$ cat src/rtl/wl_pkg.sv
package wl_pkg;
  typedef enum logic [3:0] {
    S_IDLE, S_LRST, S_SETTLE, S_STROBE, S_SAMPLE, S_DECIDE,
    S_INC, S_ARST, S_AGAP, S_AINC, S_NEXT, S_DONE
  } wl_state_e;
endpackage

$ cat src/rtl/wl_vote.sv
module wl_vote #(
  parameter int NUM_STROBES = 128
) (
  input  logic clk,
  input  logic rst_n,
  input  logic clr_i,
  input  logic smp_en_i,
  input  logic smp_bit_i,
  output logic last_smp_o,
  output logic tap_one_o
);
  localparam int CW = $clog2(NUM_STROBES + 1);

  logic [CW-1:0] cnt_q, cnt_d, ones_q, ones_d;
  logic [CW:0]   dbl;

  always_comb begin
    cnt_d  = cnt_q;
    ones_d = ones_q;
    if (clr_i) begin
      cnt_d  = '0;
      ones_d = '0;
    end else if (smp_en_i) begin
      cnt_d  = cnt_q + CW'(1);
      ones_d = ones_q + CW'(smp_bit_i);
    end
  end

  always_ff @(posedge clk or negedge rst_n) begin
    if (!rst_n) begin
      cnt_q  <= '0;
      ones_q <= '0;
    end else begin
      cnt_q  <= cnt_d;
      ones_q <= ones_d;
    end
  end

  assign last_smp_o = smp_en_i && (cnt_q == CW'(NUM_STROBES - 1));
  assign dbl        = {ones_q, 1'b0};
  assign tap_one_o  = dbl > (CW+1)'(NUM_STROBES);

  AST_ONES_LE_COUNT: assert property (@(posedge clk) disable iff (!rst_n)
    ones_q <= cnt_q);
  AST_COUNT_BOUND: assert property (@(posedge clk) disable iff (!rst_n)
    cnt_q <= CW'(NUM_STROBES));
endmodule

$ cat src/rtl/wl_run_track.sv
module wl_run_track #(
  parameter int TW = 6
) (
  input  logic          clk,
  input  logic          rst_n,
  input  logic          clr_i,
  input  logic          upd_i,
  input  logic [TW-1:0] tap_idx_i,
  input  logic          tap_one_i,
  input  logic          is_last_i,
  output logic [TW-1:0] best_start_o,
  output logic          found_o
);
  logic          act_q, act_d;
  logic [TW-1:0] st_q, st_d, bs_q, bs_d, bl_q, bl_d, len;

  always_comb begin
    act_d = act_q;
    st_d  = st_q;
    bs_d  = bs_q;
    bl_d  = bl_q;
    len   = tap_idx_i - st_q;
    if (clr_i) begin
      act_d = 1'b0;
      st_d  = '0;
      bs_d  = '0;
      bl_d  = '0;
    end else if (upd_i) begin
      if (act_q) begin
        if (!tap_one_i || is_last_i) begin
          act_d = 1'b0;
          if (len > bl_q) begin
            bs_d = st_q;
            bl_d = len;
          end
        end
      end else if (tap_one_i) begin
        act_d = 1'b1;
        st_d  = tap_idx_i;
      end
    end
  end

  always_ff @(posedge clk or negedge rst_n) begin
    if (!rst_n) begin
      act_q <= 1'b0;
      st_q  <= '0;
      bs_q  <= '0;
      bl_q  <= '0;
    end else begin
      act_q <= act_d;
      st_q  <= st_d;
      bs_q  <= bs_d;
      bl_q  <= bl_d;
    end
  end

  assign best_start_o = bs_q;
  assign found_o      = bl_q != '0;

  AST_BEST_NEVER_SHRINKS: assert property (@(posedge clk) disable iff (!rst_n)
    !clr_i |=> bl_q >= $past(bl_q));
  AST_NO_WINDOW_ZERO: assert property (@(posedge clk) disable iff (!rst_n)
    !found_o |-> bs_q == '0);
endmodule

$ cat src/rtl/wl_tap_search.sv
module wl_tap_search
  import wl_pkg::*;
#(
  parameter int NUM_LANES   = 2,
  parameter int TAP_RANGE   = 32,
  parameter int NUM_STROBES = 128,
  parameter int SETTLE_CYC  = 3,
  localparam int TW = $clog2(TAP_RANGE + 1)
) (
  input  logic                    clk,
  input  logic                    rst_n,
  input  logic                    start_i,
  input  logic [TW-1:0]           half_offset_i,
  output logic                    busy_o,
  output logic                    done_o,
  output logic [NUM_LANES-1:0]    lane_sel_o,
  output logic                    dly_rst_o,
  output logic                    dly_inc_o,
  output logic                    lvl_strobe_o,
  input  logic                    dq_sample_i,
  output logic [NUM_LANES*TW-1:0] lane_delay_o,
  output logic [NUM_LANES-1:0]    no_window_o
);
  localparam int LW  = (NUM_LANES > 1) ? $clog2(NUM_LANES) : 1;
  localparam int SCW = $clog2(SETTLE_CYC + 2);

  wl_state_e                     state_q, state_d;
  logic [LW-1:0]                 lane_q, lane_d;
  logic [TW-1:0]                 tap_q, tap_d, ntaps_q, ntaps_d, acnt_q, acnt_d;
  logic [SCW-1:0]                settle_q, settle_d, since_q;
  logic [NUM_LANES-1:0][TW-1:0]  res_q, res_d;
  logic [NUM_LANES-1:0]          nowin_q, nowin_d;
  logic smp_en, vclr, rclr, rupd, last_smp, tap_one, found, is_last;
  logic [TW-1:0] best_start;

  assign is_last = (tap_q == ntaps_q - TW'(1));

  wl_vote #(.NUM_STROBES(NUM_STROBES)) u_vote (
    .clk(clk), .rst_n(rst_n), .clr_i(vclr), .smp_en_i(smp_en),
    .smp_bit_i(dq_sample_i), .last_smp_o(last_smp), .tap_one_o(tap_one));

  wl_run_track #(.TW(TW)) u_run (
    .clk(clk), .rst_n(rst_n), .clr_i(rclr), .upd_i(rupd), .tap_idx_i(tap_q),
    .tap_one_i(tap_one), .is_last_i(is_last), .best_start_o(best_start),
    .found_o(found));

  always_comb begin
    state_d = state_q;  lane_d = lane_q;  tap_d = tap_q;  ntaps_d = ntaps_q;
    settle_d = settle_q; acnt_d = acnt_q; res_d = res_q; nowin_d = nowin_q;
    dly_rst_o = 1'b0; dly_inc_o = 1'b0; lvl_strobe_o = 1'b0;
    smp_en = 1'b0; vclr = 1'b0; rclr = 1'b0; rupd = 1'b0;
    case (state_q)
      S_IDLE: if (start_i) begin
        ntaps_d = (half_offset_i >= TW'(TAP_RANGE)) ? '0 : TW'(TAP_RANGE) - half_offset_i;
        lane_d  = '0;
        state_d = S_LRST;
      end
      S_LRST: begin
        dly_rst_o = 1'b1; vclr = 1'b1; rclr = 1'b1;
        tap_d = '0; settle_d = SCW'(SETTLE_CYC); state_d = S_SETTLE;
      end
      S_SETTLE: begin
        if (settle_q <= SCW'(1)) state_d = (ntaps_q == '0) ? S_ARST : S_STROBE;
        else settle_d = settle_q - SCW'(1);
      end
      S_STROBE: begin lvl_strobe_o = 1'b1; state_d = S_SAMPLE; end
      S_SAMPLE: begin smp_en = 1'b1; state_d = last_smp ? S_DECIDE : S_STROBE; end
      S_DECIDE: begin rupd = 1'b1; state_d = is_last ? S_ARST : S_INC; end
      S_INC: begin
        dly_inc_o = 1'b1; vclr = 1'b1; tap_d = tap_q + TW'(1);
        settle_d = SCW'(SETTLE_CYC); state_d = S_SETTLE;
      end
      S_ARST: begin
        dly_rst_o = 1'b1; acnt_d = '0;
        res_d[lane_q] = best_start; nowin_d[lane_q] = ~found; state_d = S_AGAP;
      end
      S_AGAP: state_d = (acnt_q == res_q[lane_q]) ? S_NEXT : S_AINC;
      S_AINC: begin dly_inc_o = 1'b1; acnt_d = acnt_q + TW'(1); state_d = S_AGAP; end
      S_NEXT: begin
        if (lane_q == LW'(NUM_LANES - 1)) state_d = S_DONE;
        else begin lane_d = lane_q + LW'(1); state_d = S_LRST; end
      end
      S_DONE: state_d = S_IDLE;
      default: state_d = S_IDLE;
    endcase
  end

  always_ff @(posedge clk or negedge rst_n) begin
    if (!rst_n) begin
      state_q <= S_IDLE; lane_q <= '0; tap_q <= '0; ntaps_q <= '0;
      settle_q <= '0; acnt_q <= '0; res_q <= '0; nowin_q <= '0;
    end else begin
      state_q <= state_d; lane_q <= lane_d; tap_q <= tap_d; ntaps_q <= ntaps_d;
      settle_q <= settle_d; acnt_q <= acnt_d; res_q <= res_d; nowin_q <= nowin_d;
    end
  end

  assign lane_sel_o   = (dly_rst_o || dly_inc_o) ? (NUM_LANES'(1) << lane_q) : '0;
  assign busy_o       = (state_q != S_IDLE);
  assign done_o       = (state_q == S_DONE);
  assign lane_delay_o = res_q;
  assign no_window_o  = nowin_q;

  // Checker-side gap counter since the last delay pulse (saturating).
  always_ff @(posedge clk or negedge rst_n) begin
    if (!rst_n) since_q <= '0;
    else if (dly_rst_o || dly_inc_o) since_q <= '0;
    else if (since_q != SCW'(SETTLE_CYC + 1)) since_q <= since_q + SCW'(1);
  end

  AST_SEL_ONEHOT: assert property (@(posedge clk) disable iff (!rst_n)
    (dly_rst_o || dly_inc_o) |-> $countones(lane_sel_o) == 1);
  AST_SEL_IDLE_ZERO: assert property (@(posedge clk) disable iff (!rst_n)
    !(dly_rst_o || dly_inc_o) |-> lane_sel_o == '0);
  AST_SETTLE_GAP: assert property (@(posedge clk) disable iff (!rst_n)
    lvl_strobe_o |-> since_q >= SCW'(SETTLE_CYC));
  AST_DONE_PULSE: assert property (@(posedge clk) disable iff (!rst_n)
    done_o |=> !done_o && !busy_o);
  AST_PULSE_EXCLUSIVE: assert property (@(posedge clk) disable iff (!rst_n)
    $countones({lvl_strobe_o, dly_rst_o, dly_inc_o}) <= 1);
endmodule

$ cat config.mk
export PLATFORM = sky130hd
export DESIGN_NAME = wl_tap_search
export DESIGN_NICKNAME = d
export VERILOG_FILES = /design/src/rtl/wl_pkg.sv /design/src/rtl/wl_vote.sv /design/src/rtl/wl_run_track.sv /design/src/rtl/wl_tap_search.sv
export SDC_FILE = /design/constraint.sdc
export NUM_CORES = 1
export LEC_CHECK = 0
export BUFFER_PORTS_ARGS = -buffer_cell sky130_fd_sc_hd__buf_2
export CAP_MARGIN = 10
export CORE_ASPECT_RATIO = 0.8
export CORE_MARGIN = 2
export CORE_UTILIZATION = 50
export DETAILED_ROUTE_END_ITERATION = 7
export GPL_TIMING_DRIVEN = 0
export HOLD_SLACK_MARGIN = 0.15
export PLACE_DENSITY_LB_ADDON = 0.05
export SYNTH_ARGS = -nofsm -noshare
export SYNTH_HDL_FRONTEND = slang
export SYNTH_SLANG_ARGS = --single-unit
$ cat constraint.sdc
create_clock -name clk -period 3.7 [get_ports clk]
set_input_delay 0 -clock clk [delete_from_list [all_inputs] [get_ports clk]]
set_output_delay 0 -clock clk [all_outputs]
set_load 0.1 [all_outputs]
## Word level (Yosys, flattened, before mapping)

Index checks and enable logic that the tools add are counted.

| storage, ports and cells | value |
|---|---|
| logic and storage cells | 134 |
| output and inout port bits | 21 |
| bits of input ports | 10 |
| register bits | 75 |

| cells by class | value |
|---|---|
| mux-type cells | 55 |
| add/subtract/negate cells | 9 |
| order comparisons | 6 |
| equality and inequality tests | 18 |
| reduce and logical (&&, ||, !) cells | 29 |
| bitwise gates (word level) | 1 |
| shift-type cells | 1 |

Operators by type and width:

| cell | count |
|---|---|
| $mux W6 | 18 |
| $pmux W4 S9 | 1 |
| $mux W8 | 4 |
| $pmux W6 S2 | 2 |
| $reduce_bool A2 Y1 | 10 |
| $eq A4 B3 Y1 const B | 4 |
| $eq A4 B4 Y1 const B | 4 |
| $mux W1 | 16 |
| $add A6 B1 Y6 const B | 2 |
| $bwmux W12 | 1 |
| $eq A6 B6 Y1 | 2 |
| $mux W4 | 3 |
| $gt A9 B8 Y1 const B | 1 |
| $mux W3 | 3 |
| $add A8 B1 Y8 | 1 |
| $add A8 B1 Y8 const B | 1 |
| $eq A4 B2 Y1 const B | 2 |
| $eq A8 B7 Y1 const B | 1 |
| $ne A2 B2 Y1 const B | 4 |
| $reduce_and A2 Y1 | 4 |
| $reduce_or A2 Y1 | 4 |
| $demux W6 S1 | 1 |
| $ge A6 B6 Y1 const B | 1 |
| $gt A6 B6 Y1 | 1 |
| other kinds (25) | 28 |

## Longest topological paths before layout

| logic depth | value |
|---|---|
| depth in word-level cells | 7 |
| gate-level depth with buffers | 15 |

## Modules after synthesis

A second synthesis with hierarchy kept.

| unflattened totals | value |
|---|---|
| cell total of the unflattened synthesis | 444 |
| area total of the unflattened synthesis | 4300.4 µm² |

By module, submodules not included:

| module | area an instance (µm²) | cells an instance | times used |
|---|---|---|---|
| wl_tap_search | 2279.7 | 241 | 1 |
| wl_run_track | 1206.2 | 124 | 1 |
| wl_vote | 814.5 | 79 | 1 |

## Worst setup path after synthesis

Ideal clock, no wire load.

| path | value |
|---|---|
| path type | flip-flop to flip-flop |
| start | register tap_q[0] |
| end | register u_run.bl_q[2] |
| slack | 0.796 ns |
| library setup time | 0.125 ns |
| data arrival time | 2.778 ns |
| buffers on the path | 1 |
| stages on the path, launching flop included | 16 |
| data required time | 3.575 ns |
| path through | dfrtp_1 -> inv_1 -> ha_1 -> inv_1 -> fa_1 -> a21oi_1 -> nor2_1 -> nor2_1 -> xnor2_1 -> ha_1 -> nand4_1 -> o21bai_1 -> a31oi_1 -> o211ai_2 -> buf_6 -> mux2_4 |

| between the ends | value |
|---|---|
| cells in the longest elaborated chain, start to end | 6 |

RTL lines:

| item | RTL line | RTL |
|---|---|---|
| start, declared | wl_tap_search.sv:29 | `logic [TW-1:0] tap_q, tap_d, ntaps_q, ntaps_d, acnt_q, acnt_d;` |
| start signal, assigned | wl_tap_search.sv:93 | `state_q <= state_d; lane_q <= lane_d; tap_q <= tap_d; ntaps_q <= ntaps_d;` |
| branches (longest 6 deep; another with $sub A6 B6 Y6) | n/a |  |
| end signal, assigned | wl_run_track.sv:54 | `bl_q <= bl_d;` |
| end, declared | wl_run_track.sv:15 | `logic [TW-1:0] st_q, st_d, bs_q, bs_d, bl_q, bl_d, len;` |

Parallel ways; which one is timed is not known. The select of a mux whose other input is x is not followed.
A chain may end at the register's enable or synchronous reset.

## Final worst setup path

| path | value |
|---|---|
| start | register tap_q[0] |
| end | register u_run.bl_q[4] |

The elaborated chain is that of the path after synthesis.

==> impl_metrics.ini <==
[run_status]
outcome = completed

[synth]
synth_top_cells_by_area = sky130_fd_sc_hd__dfrtp_1 44%, sky130_fd_sc_hd__ha_1 5.6%, sky130_fd_sc_hd__mux2i_1 5.4%
synth_sequential_area_ratio_pct = 44.4
synthDistinctLibCells = 54
post-synth-top-count-cell = sky130_fd_sc_hd__dfrtp_1
post-synth-top-area-fraction_pct = 44.4
synth.avg_cell_area_um2 = 9.77
synth.largest_area_cell = sky130_fd_sc_hd__dfrtp_1
syn_area_um2 = 4230
synth_top_flop_cell = sky130_fd_sc_hd__dfrtp_1
synth_enable_flop_cells = 0
netlist_top_cells_count = 75 x sky130_fd_sc_hd__dfrtp_1, 48 x sky130_fd_sc_hd__nand2_1, 42 x sky130_fd_sc_hd__nor2_1
postSynthRegisterBits = 75
synth_async_reset_ratio_pct = 100
synth_cells = 433
yosysWarnings = 0
mappedNetlistNets = 463

[cells_and_area]
area.growth.synth_to_final_pct = 15.9
final_cells = 603
finalNetCount = 520
fillCellCount = 716
drive_gt1_share_pct = 16.4
insertedDiodeCount = 0
final_cell_area_um2 = 4900

[detailed_routing]
vias = 3277
drtIter0Drc = 174
totalWireLength_um = 9060
drt-pass1-iter-count = 4
average_routed_wire_per_standard_cell_um = 15.0
antenna_left = 0
drt-vias-per-instance = 5.43
detail_route.drc_violations = 0

[power_and_ir_drop]
seq_pwr_share_pct = 35.3
totalPowerFinal_uw = 2950
power.switching_fraction_pct = 44.5
power.combinational.fraction_pct = 42.5
p_int_uw = 1640
clockPowerShare_pct = 22.3
peakVddDrop_uv = 394
net-switching-power_uw = 1310
leakagePower_uw = 0.00242
power.density_nw_per_um2 = 602

[grt]
first_global_vias = 3159
grt_max_degree = 44
globalRouteTotalUtil_pct = 21.5
global_route.overflow_total = 0
grt_antenna_before_repair = 0
grt_first_pass_wirelength_um = 15400

[placed_design]
number_of_cells_after_detailed_placement = 572
gp_congestion = 0.812
buffer_ports.inserted = 30
detailed_place.area_um2 = 4540
total_half_perimeter_wirelength_after_legalization_and_detailed_placement_um = 6720

[cts]
clkSinkCount = 75
postCtsSetupBuffers = 0
ctsRootBufferMaster = sky130_fd_sc_hd__clkbuf_8
number_of_cells_upsized_or_downsized_after_cts = 0
tritoncts_clock_tree = done
tritoncts.num_buffers = 9
cts_buffer_depth = 2
worstSkewPairLatency_ns = 0.36
depth_of_the_cts_h_tree = 3
clkSlewWorstSetupHoldPaths_ns = 0.09

[timing]
fin_crit_ns = 3.29
max_slew.worst_pin.slew_ns = 1.09
fmax_ghz = 0.304
clock-skew-final_ns = 0.0132
setup_repair_after_global_routing_missed_its_margin = no
tns_ns = 0
worst_slew_margin_rel_pct = 26.3
finalSetupViolCount = 0
maxSlewViolCount = 0
finalHoldViolations = 0
finalHoldWorstSlack_ns = 0.435
period_share_pct = 89.0

[flow_run]
number_of_maximum_capacitance_constraint_violations = 0

[die]
dieArea_um2 = 9220
fp.coreArea_um2 = 8060
boundaryPins = 31
starting_utilization_of_the_core_area_pct = 52.5
num_rows = 29
die_y_um = 86.3
die_w_um = 107

[setup_path]
critPathArrivalTime_ns = 3.55
cp-start-kind = flip-flop
criticalPathCategory = reg2reg
worstSetupEndpointType = flip-flop
crit_path_max_fanout = 10
worst_ep_required_time_ns = 3.95

[worst_hold_path]
hold_path.class = in2reg
final cells by class:
cell class / instances / area, um2 / share of cell area, %
repair buffers: 46 / 333 / 6.79
plain buffers: 15 / 76.3 / 1.56
well taps: 108 / 135 / 2.76
flip-flops and latches: 75 / 1880 / 38.3
multi-input cells: 317 / 2180 / 44.5
clock buffers: 9 / 124 / 2.53
inverters: 26 / 97.6 / 1.99
clock inverters: 7 / 80.1 / 1.63
cell usage in the layout (no fill, tap or decap), types with 7 or more instances in the layout:
master,netlist,layout
sky130_fd_sc_hd__dlygate4sd3_1,0,14
sky130_fd_sc_hd__mux2_2,14,14
sky130_fd_sc_hd__o21ai_0,21,21
sky130_fd_sc_hd__nand2_1,48,48
sky130_fd_sc_hd__nand4_1,10,10
sky130_fd_sc_hd__nand3_1,17,17
sky130_fd_sc_hd__buf_2,4,33
sky130_fd_sc_hd__clkbuf_1,7,7
sky130_fd_sc_hd__xnor2_1,11,11
sky130_fd_sc_hd__nor2_1,42,42
sky130_fd_sc_hd__a21oi_1,14,14
sky130_fd_sc_hd__mux2i_1,23,23
sky130_fd_sc_hd__inv_1,26,26
sky130_fd_sc_hd__clkbuf_8,0,9
sky130_fd_sc_hd__dfrtp_1,75,75
sky130_fd_sc_hd__xor2_1,18,18
sky130_fd_sc_hd__nor3_1,7,7
sky130_fd_sc_hd__ha_1,19,19
worst paths after layout:
kind                                   from               to  slack [ns]  cells past startpoint
max                                tap_q[0]    u_run.bl_q[4]        0.41                     15
max in group asynchronous             rst_n         tap_q[2]        2.77                      4
min                        half_offset_i[5]       ntaps_q[0]        0.44                      3
max reg2reg                        tap_q[0]    u_run.bl_q[4]        0.41                     15
min reg2reg                     settle_q[0]      settle_q[0]        0.48                      1
min in group asynchronous             rst_n  u_vote.cnt_q[4]        0.67                      4
cell families after synthesis:
| group | count (synthesis) | synth area share [%] |
|---|---|---|
| simple gates | 159 | 18.6 |
| xor+xnor | 29 | 6.00 |
| fa+ha+maj | 20 | 6.09 |
| flops | 75 | 44.4 |
| buf+inv | 41 | 4.11 |
| compound gates | 69 | 10.6 |
| mux | 40 | 10.2 |
per-layer routing:
metal | part of all wire, % | global-route usage, % | routed length, um | up-vias
met2 | 43 | 31.6 | 3870 | 84
met5 | 0 | 0 | 0 | -
met3 | 6.4 | 6.39 | 583 | 12
met4 | 1.1 | 5.55 | 101 | 0
li1 | - | - | - | 1634
met1 | 50 | 31.4 | 4510 | 1547
power groups by stage:
stage          Clock [uW]  Combinational (uW)  Sequential, uW
6_report              658                1250            1040
5_1_grt               709                1390            1060
3_5_place_dp            0                1230            1050
2_1_floorplan           0                 913            1090
3_3_place_gp            0                1210            1050
4_1_cts               677                1260            1040
sequential cells by signal (all words and copies together), names as in the netlist, 2 cells and up:
register	flops
acnt_q	6
lane_delay_o	12
no_window_o	2
ntaps_q	6
settle_q	3
state_q	4
tap_q	6
u_run.best_start_o	6
u_run.bl_q	6
u_run.st_q	6
u_vote.cnt_q	8
u_vote.ones_q	8
worst max-delay path: stages, from the launching register on:
cell                       delay [ns]
sky130_fd_sc_hd__dfrtp_1         0.45
sky130_fd_sc_hd__inv_1           0.11
sky130_fd_sc_hd__ha_1            0.18
sky130_fd_sc_hd__inv_1           0.06
sky130_fd_sc_hd__fa_1            0.39
sky130_fd_sc_hd__a21oi_1         0.14
sky130_fd_sc_hd__nor2_1          0.05
sky130_fd_sc_hd__nor2_1          0.11
sky130_fd_sc_hd__xnor2_1         0.10
sky130_fd_sc_hd__ha_1            0.32
sky130_fd_sc_hd__nand4_1         0.13
sky130_fd_sc_hd__o21bai_1        0.18
sky130_fd_sc_hd__a31oi_1         0.27
sky130_fd_sc_hd__o211ai_2        0.20
sky130_fd_sc_hd__buf_6           0.20
sky130_fd_sc_hd__mux2_4          0.30
through the flow:
step	worst slack, ns	util, %
4_1_cts	0.433	60.9
3_3_place_gp	0.466	56.1
2_1_floorplan	0.796	-
6_report	0.407	60.9
5_1_grt	0.131	60.9
3_5_place_dp	0.456	56.3
repair_timing:
item                                   CTS  global route
endpoints found under the hold margin   85             0
setup endpoints to repair                0             0
hold buffers                            15             0
Note: power is estimated with default switching activity, not from simulation.
